### src/rtl/fpcb_pkg.sv
package fpcb_pkg;

   localparam int unsigned REG_W = 32;

   localparam logic [11:0] OFS_ACC   = 12'hD88;
   localparam logic [11:0] OFS_NSACC = 12'hD8C;
   localparam logic [11:0] OFS_CTX   = 12'hF34;
   localparam logic [11:0] OFS_CADDR = 12'hF38;
   localparam logic [11:0] OFS_DSTAT = 12'hF3C;

   // context-control bit positions the write gates depend on
   localparam int unsigned CB_HF_RDY   = 4;
   localparam int unsigned CB_BF_RDY   = 6;
   localparam int unsigned CB_MON_RDY  = 8;
   localparam int unsigned CB_CLR_LOCK = 27;
   localparam int unsigned CB_CLR_RET  = 28;
   localparam int unsigned CB_LZ_LOCK  = 29;
   localparam int unsigned CB_LZ_EN    = 30;

   localparam logic [REG_W-1:0] CTX_PER_STATE = 32'h8000_062B;
   localparam logic [REG_W-1:0] CTX_RSVD      = 32'h03FF_F800;
   localparam logic [REG_W-1:0] CTX_OLD_KEEP  = 32'hC000_017B;
   localparam logic [REG_W-1:0] CTX_NS_VIEW   = 32'h5000_0100;
   localparam logic [REG_W-1:0] CTX_NS_FAULT  = 32'h0000_0050;
   localparam logic [REG_W-1:0] CTX_RST_S     = 32'hC000_0004;
   localparam logic [REG_W-1:0] CTX_RST_NS    = 32'h8000_0000;

   localparam logic [REG_W-1:0] ACC_KEEP   = 32'h00F0_0000;
   localparam logic [REG_W-1:0] NSACC_KEEP = 32'h0000_0C00;
   localparam logic [REG_W-1:0] CADDR_KEEP = 32'hFFFF_FFF8;
   localparam logic [REG_W-1:0] DSTAT_KEEP = 32'h07C0_0000;

   typedef enum logic [2:0] {
      SEL_NONE,
      SEL_ACC,
      SEL_NSACC,
      SEL_CTX,
      SEL_CADDR,
      SEL_DSTAT
   } reg_sel_e;

endpackage

### src/rtl/fpcb_bank_reg.sv
module fpcb_bank_reg #(
   parameter int unsigned        DATA_W = 32,
   parameter logic [DATA_W-1:0]  KEEP   = '1,
   parameter bit                 BANKED = 1'b1
) (
   input  logic              clk,
   input  logic              rst_n,
   input  logic              wr,
   input  logic              sec,
   input  logic [DATA_W-1:0] wdata,
   output logic [DATA_W-1:0] rdata
);

   generate
      if (BANKED) begin : g_two_copies
         logic [DATA_W-1:0] q_s;
         logic [DATA_W-1:0] q_ns;

         always_ff @(posedge clk or negedge rst_n) begin
            if (!rst_n) begin
               q_s  <= '0;
               q_ns <= '0;
            end else if (wr) begin
               if (sec) q_s  <= wdata & KEEP;
               else     q_ns <= wdata & KEEP;
            end
         end

         assign rdata = sec ? q_s : q_ns;
      end else begin : g_secure_only
         logic [DATA_W-1:0] q_s;

         always_ff @(posedge clk or negedge rst_n) begin
            if (!rst_n)          q_s <= '0;
            else if (wr && sec)  q_s <= wdata & KEEP;
         end

         assign rdata = sec ? q_s : '0;
      end
   endgenerate

endmodule

### src/rtl/fpcb_ctx_reg.sv
module fpcb_ctx_reg
   import fpcb_pkg::*;
#(
   parameter int unsigned DATA_W = 32
) (
   input  logic              clk,
   input  logic              rst_n,
   input  logic              wr,
   input  logic              sec,
   input  logic              v8_feat,
   input  logic              fault_ns,
   input  logic [DATA_W-1:0] wdata,
   output logic [DATA_W-1:0] rdata
);

   logic [DATA_W-1:0] q_s;
   logic [DATA_W-1:0] q_ns;
   logic [DATA_W-1:0] wval;
   logic [DATA_W-1:0] ns_gate;
   logic [DATA_W-1:0] s_next;
   logic [DATA_W-1:0] view_mask;

   // written value after feature and reserved masking
   always_comb begin
      wval = wdata & ~CTX_RSVD;
      if (!v8_feat) wval = wval & CTX_OLD_KEEP;
   end

   // shared bits a non-secure write may reach
   always_comb begin
      ns_gate = '0;
      ns_gate[CB_MON_RDY] = 1'b1;
      ns_gate[CB_LZ_EN]   = ~q_s[CB_LZ_LOCK];
      ns_gate[CB_CLR_RET] = ~q_s[CB_CLR_LOCK];
      ns_gate[CB_HF_RDY]  = fault_ns;
      ns_gate[CB_BF_RDY]  = fault_ns;
   end

   assign s_next = sec ? wval : ((q_s & ~ns_gate) | (wval & ns_gate));

   always_ff @(posedge clk or negedge rst_n) begin
      if (!rst_n) begin
         q_s  <= CTX_RST_S;
         q_ns <= CTX_RST_NS;
      end else if (wr) begin
         q_s <= s_next;
         if (!sec) q_ns <= wval & CTX_PER_STATE;
      end
   end

   assign view_mask = fault_ns ? (CTX_NS_VIEW | CTX_NS_FAULT) : CTX_NS_VIEW;
   assign rdata     = sec ? q_s : ((q_s & view_mask) | q_ns);

endmodule

### src/rtl/fp_ctl_bank.sv
module fp_ctl_bank
   import fpcb_pkg::*;
#(
   parameter int unsigned ADDR_W = 12,
   parameter int unsigned DATA_W = 32
) (
   input  logic              clk,
   input  logic              rst_n,
   input  logic              fp_present,
   input  logic              v8_feat,
   input  logic              fault_ns,
   input  logic [ADDR_W-1:0] bus_addr,
   input  logic              bus_sec,
   input  logic              bus_we,
   input  logic [DATA_W-1:0] bus_wdata,
   output logic [DATA_W-1:0] bus_rdata
);

   localparam int unsigned N_REGS = 5;

   if (DATA_W != REG_W) begin : g_bad_width
      $error("fp_ctl_bank: DATA_W must equal the register width");
   end
   if (ADDR_W < 12) begin : g_bad_addr
      $error("fp_ctl_bank: ADDR_W too narrow for the register offsets");
   end

   reg_sel_e          sel;
   logic [N_REGS-1:0] wr_vec;
   logic [DATA_W-1:0] rd_acc, rd_nsacc, rd_ctx, rd_caddr, rd_dstat;
   logic [DATA_W-1:0] rd_mux;

   always_comb begin
      sel = SEL_NONE;
      if      (bus_addr == ADDR_W'(OFS_ACC))   sel = SEL_ACC;
      else if (bus_addr == ADDR_W'(OFS_NSACC)) sel = SEL_NSACC;
      else if (bus_addr == ADDR_W'(OFS_CTX))   sel = SEL_CTX;
      else if (bus_addr == ADDR_W'(OFS_CADDR)) sel = SEL_CADDR;
      else if (bus_addr == ADDR_W'(OFS_DSTAT)) sel = SEL_DSTAT;
   end

   always_comb begin
      wr_vec = '0;
      if (bus_we && fp_present) begin
         case (sel)
            SEL_ACC:   wr_vec[0] = 1'b1;
            SEL_NSACC: wr_vec[1] = 1'b1;
            SEL_CTX:   wr_vec[2] = 1'b1;
            SEL_CADDR: wr_vec[3] = 1'b1;
            SEL_DSTAT: wr_vec[4] = 1'b1;
            default:   wr_vec    = '0;
         endcase
      end
   end

   fpcb_bank_reg #(.DATA_W(DATA_W), .KEEP(ACC_KEEP), .BANKED(1'b1)) u_acc (
      .clk(clk), .rst_n(rst_n), .wr(wr_vec[0]), .sec(bus_sec),
      .wdata(bus_wdata), .rdata(rd_acc));

   fpcb_bank_reg #(.DATA_W(DATA_W), .KEEP(NSACC_KEEP), .BANKED(1'b0)) u_nsacc (
      .clk(clk), .rst_n(rst_n), .wr(wr_vec[1]), .sec(bus_sec),
      .wdata(bus_wdata), .rdata(rd_nsacc));

   fpcb_ctx_reg #(.DATA_W(DATA_W)) u_ctx (
      .clk(clk), .rst_n(rst_n), .wr(wr_vec[2]), .sec(bus_sec),
      .v8_feat(v8_feat), .fault_ns(fault_ns),
      .wdata(bus_wdata), .rdata(rd_ctx));

   fpcb_bank_reg #(.DATA_W(DATA_W), .KEEP(CADDR_KEEP), .BANKED(1'b1)) u_caddr (
      .clk(clk), .rst_n(rst_n), .wr(wr_vec[3]), .sec(bus_sec),
      .wdata(bus_wdata), .rdata(rd_caddr));

   fpcb_bank_reg #(.DATA_W(DATA_W), .KEEP(DSTAT_KEEP), .BANKED(1'b1)) u_dstat (
      .clk(clk), .rst_n(rst_n), .wr(wr_vec[4]), .sec(bus_sec),
      .wdata(bus_wdata), .rdata(rd_dstat));

   always_comb begin
      case (sel)
         SEL_ACC:   rd_mux = rd_acc;
         SEL_NSACC: rd_mux = rd_nsacc;
         SEL_CTX:   rd_mux = rd_ctx;
         SEL_CADDR: rd_mux = rd_caddr;
         SEL_DSTAT: rd_mux = rd_dstat;
         default:   rd_mux = '0;
      endcase
   end

   assign bus_rdata = fp_present ? rd_mux : '0;

endmodule

### config.mk
export PLATFORM = sky130hd
export DESIGN_NAME = fp_ctl_bank
export DESIGN_NICKNAME = d
export VERILOG_FILES = /design/src/rtl/fpcb_pkg.sv /design/src/rtl/fpcb_bank_reg.sv /design/src/rtl/fpcb_ctx_reg.sv /design/src/rtl/fp_ctl_bank.sv
export SDC_FILE = /design/constraint.sdc
export NUM_CORES = 1
export LEC_CHECK = 0
export ABC_AREA = 1
export ABC_CLOCK_PERIOD_IN_PS = 1100
export BUFFER_PORTS_ARGS = -buffer_cell sky130_fd_sc_hd__buf_2
export CELL_PAD_IN_SITES_DETAIL_PLACEMENT = 0
export CELL_PAD_IN_SITES_GLOBAL_PLACEMENT = 1
export CORE_MARGIN = 8
export CORE_UTILIZATION = 38
export DETAILED_ROUTE_END_ITERATION = 8
export PLACE_DENSITY = 0.86
export SYNTH_ARGS = -nofsm -noshare
export SYNTH_HDL_FRONTEND = slang
export SYNTH_SLANG_ARGS = --single-unit
### constraint.sdc
create_clock -name clk -period 1.1 [get_ports clk]
set_input_delay 0.055 -clock clk [delete_from_list [all_inputs] [get_ports clk]]
set_output_delay 0.055 -clock clk [all_outputs]
set_load 0.03 [all_outputs]
==> summary.txt <==
Placement
  • GPL Wtd Cong: 0.767
  • HPWL Detailed: 10100 um
  • Port buffer count: 82

Clock tree
  • H-Tree Depth: 3
  • TritonCTS clock tree: yes
  • Num CTS Buffers: 9
  • Clock Latency Late Sink: 0.35 ns
  • Sink Count: 102
  • CTS Buffer Depth: 2
  • CTS root buf: clkbuf_16
  • Clock-pin slew on the worst setup and hold paths: 0.07 ns

Finish
  • Most frequent cells in the layout: nand2_1, dfrtp_1, inv_1, nand2_2, buf_4
  • Area of the multi-input gates: 0.00288 sq mm
  • Layout area overhead: 56.5%
  • Most common cell after layout, fill and taps aside: nand2_1
  • Fraction of layout cells with a size suffix above 1: 42.6%
  • Final Util: 60.8%
  • Reg area: 0.00256 sq mm
  • # fillers: 1147
  • Fin nets: 930
  • Inserted Diodes: 0

Route
  • Drt drc: 0
  • Drt pass-1 iters: 5
  • Via Count: 5181
  • Iteration-0 DRC Markers: 364
  • Antenna-violating nets left: 0
  • Final WL: 16800 um
  • Via density: 4.87
  • Routed wire per std cell: 15.8 um

Floorplan
  • Starting Density: 38.9%
  • Die area: 0.0183 sq mm
  • Die Wd: 135 um
  • Cell Rows: 43
  • Height of the die: 135 um
  • Core area: 0.0139 sq mm
  • I/O pin total: 83

Synth
  • Yosys reg bits: 102
  • Post-synth cell types: 29
  • Mapped Nets: 751
  • Gate Count Post-Synth: 700
  • Ys Warns: 0
  • Cell area after synthesis: 0.00540 sq mm
  • Avg Cell Area, Syn: 7.71 sq um
  • Seq/Total Area, Yosys: 47.4%

Timing
  • Final Critical Period: 1.46 ns
  • Slew @ Worst Pin: 0.295 ns
  • Final setup violation count: 90
  • Clock Skew: 0.00133 ns
  • Hold Vio Cnt, Final: 0
  • Setup TNS: -26.48 ns
  • RSZ-0062 raised after global routing: true
  • Slew HR: 80.3%
  • Final worst path period share: 133%
  • Hold slack: 0.00543 ns
  • Final Max Tran Viols: 0
  • Fin worst setup slack: -0.360 ns
  • FMAX: 0.685 GHz

Min path
  • Hold Path Cell Cnt: 3
  • HP Start: bus_wdata[3]
  • Min-delay worst type: primary input to register

Worst setup path
  • Reg2reg start: u_ctx.q_s[29]
  • Max FO, Critical Path: 8
  • Worst Setup SP: bus_addr[6]
  • Worst EP required: 1.04 ns
  • Crit path DAT: 1.40 ns
  • Worst Setup Start Kind: primary input
  • R2R depth: 3
  • CP endpoint kind: primary output
  • WS Path Type: primary input to primary output

Outcome
  • Failing checks: negative setup slack
  • Status: finished, violations left

Power
  • Peak supply drop: 0.798 mV
  • Total Power: 8.23 mW
  • P_leak: 4.01 nW
  • Pwr dens: 974 mW/mm^2

GRT
  • Total track usage: 17.4%
  • Largest net degree at the start of global routing: 37
  • Global-route wire length before repair: 25600 um
  • GRT overflow: 0
  • Number of global-route vias before repair: 5111
  • Antenna violations before repair: 0

Run
  • Maxcap violations: 0
-- through the flow --
step	instances	instance area, sq um	worst slack, ns
floorplan	700	5760	-0.241
global placement	984	6690	-0.407
detailed placement	984	6690	-0.426
CTS	1049	7930	-0.356
global route	1064	8450	-0.405
finish	1064	8450	-0.360
-- layer usage --
metal / track usage, % / wire (um)
met1: 21.8 / 7360
met2: 29.5 / 8230
met3: 3.15 / 794
met4: 5.74 / 418
met5: 0 / 0
-- flip-flops by register name (all words and copies together) (netlist names) --
name	cells
u_caddr.g_two_copies.q_ns	29
u_dstat.g_two_copies.q_s	5
u_nsacc.g_secure_only.q_s	2
u_ctx.q_s	17
u_acc.g_two_copies.q_ns	4
u_dstat.g_two_copies.q_ns	5
u_acc.g_two_copies.q_s	4
u_ctx.q_ns	7
u_caddr.g_two_copies.q_s	29
-- worst max-delay path, stage by stage --
cell       delay [ns]
buf_12           0.11
inv_12           0.04
nand2_4          0.04
nor2_4           0.14
nand2_4          0.09
nor3_4           0.25
clkbuf_16        0.26
nand2_8          0.12
a21oi_4          0.14
buf_6            0.14
-- synthesized netlist by cell type, drive strengths merged --
library cell    n  share of area, %
dfrtp          98                45
nand4           1              0.12
nand3          11               1.0
nor3            4              0.67
o21ai         116                12
a21oi          14               1.3
mux2i           6               1.1
clkinv          1             0.069
o211ai          2              0.28
dfstp           4               1.9
or2             3              0.35
inv            90               6.3
nor2           55               4.1
buf            18               3.1
nand2         264                21
clkbuf         13              0.95
-- timing repair --
action	in CTS	in global routing
buffers inserted	17	5
pin swaps	39	33
gates resized for setup	127	70
cloned	2	12
endpoints found under the setup margin	32	100
hold endpoints to repair	149	0
hold buffers	30	0
-- logic make-up after synthesis --
group	share of synthesized area, %
AOI/OAI and AO/OA	14.0
buffers and inverters	10.4
DFF	47.4
muxes	1.11
and+or+nand+nor	27.1
-- worst paths after layout --
check | end | slack (ns)
min in group asynchronous | u_caddr.g_two_copies.q_s[30] | 0.13
min | u_caddr.g_two_copies.q_s[3] | 0.005
max in group asynchronous | u_ctx.q_s[2] | 0.42
max reg2reg | u_ctx.q_s[30] | 0.28
max | bus_rdata[15] | -0.36
min reg2reg | u_ctx.q_s[2] | 0.47
-- report_power, final --
part	total, mW	internal [mW]	switching (mW)
clock network	3.76	2.31	1.46
registers	3.76	3.75	0.00394
logic	0.706	0.312	0.394
total	8.23	6.37	1.85
-- final cells by class --
type | count | area share (%)
Clock buffer | 10 | 2.83
Clock inverter | 6 | 1.36
Inverter | 91 | 4.37
Multi-Input combinational cell | 477 | 34.1
Sequential cell | 102 | 30.3
Tap cell | 180 | 2.67
Timing Repair Buffer | 198 | 24.4
Note: power is estimated with default switching activity, not from simulation.
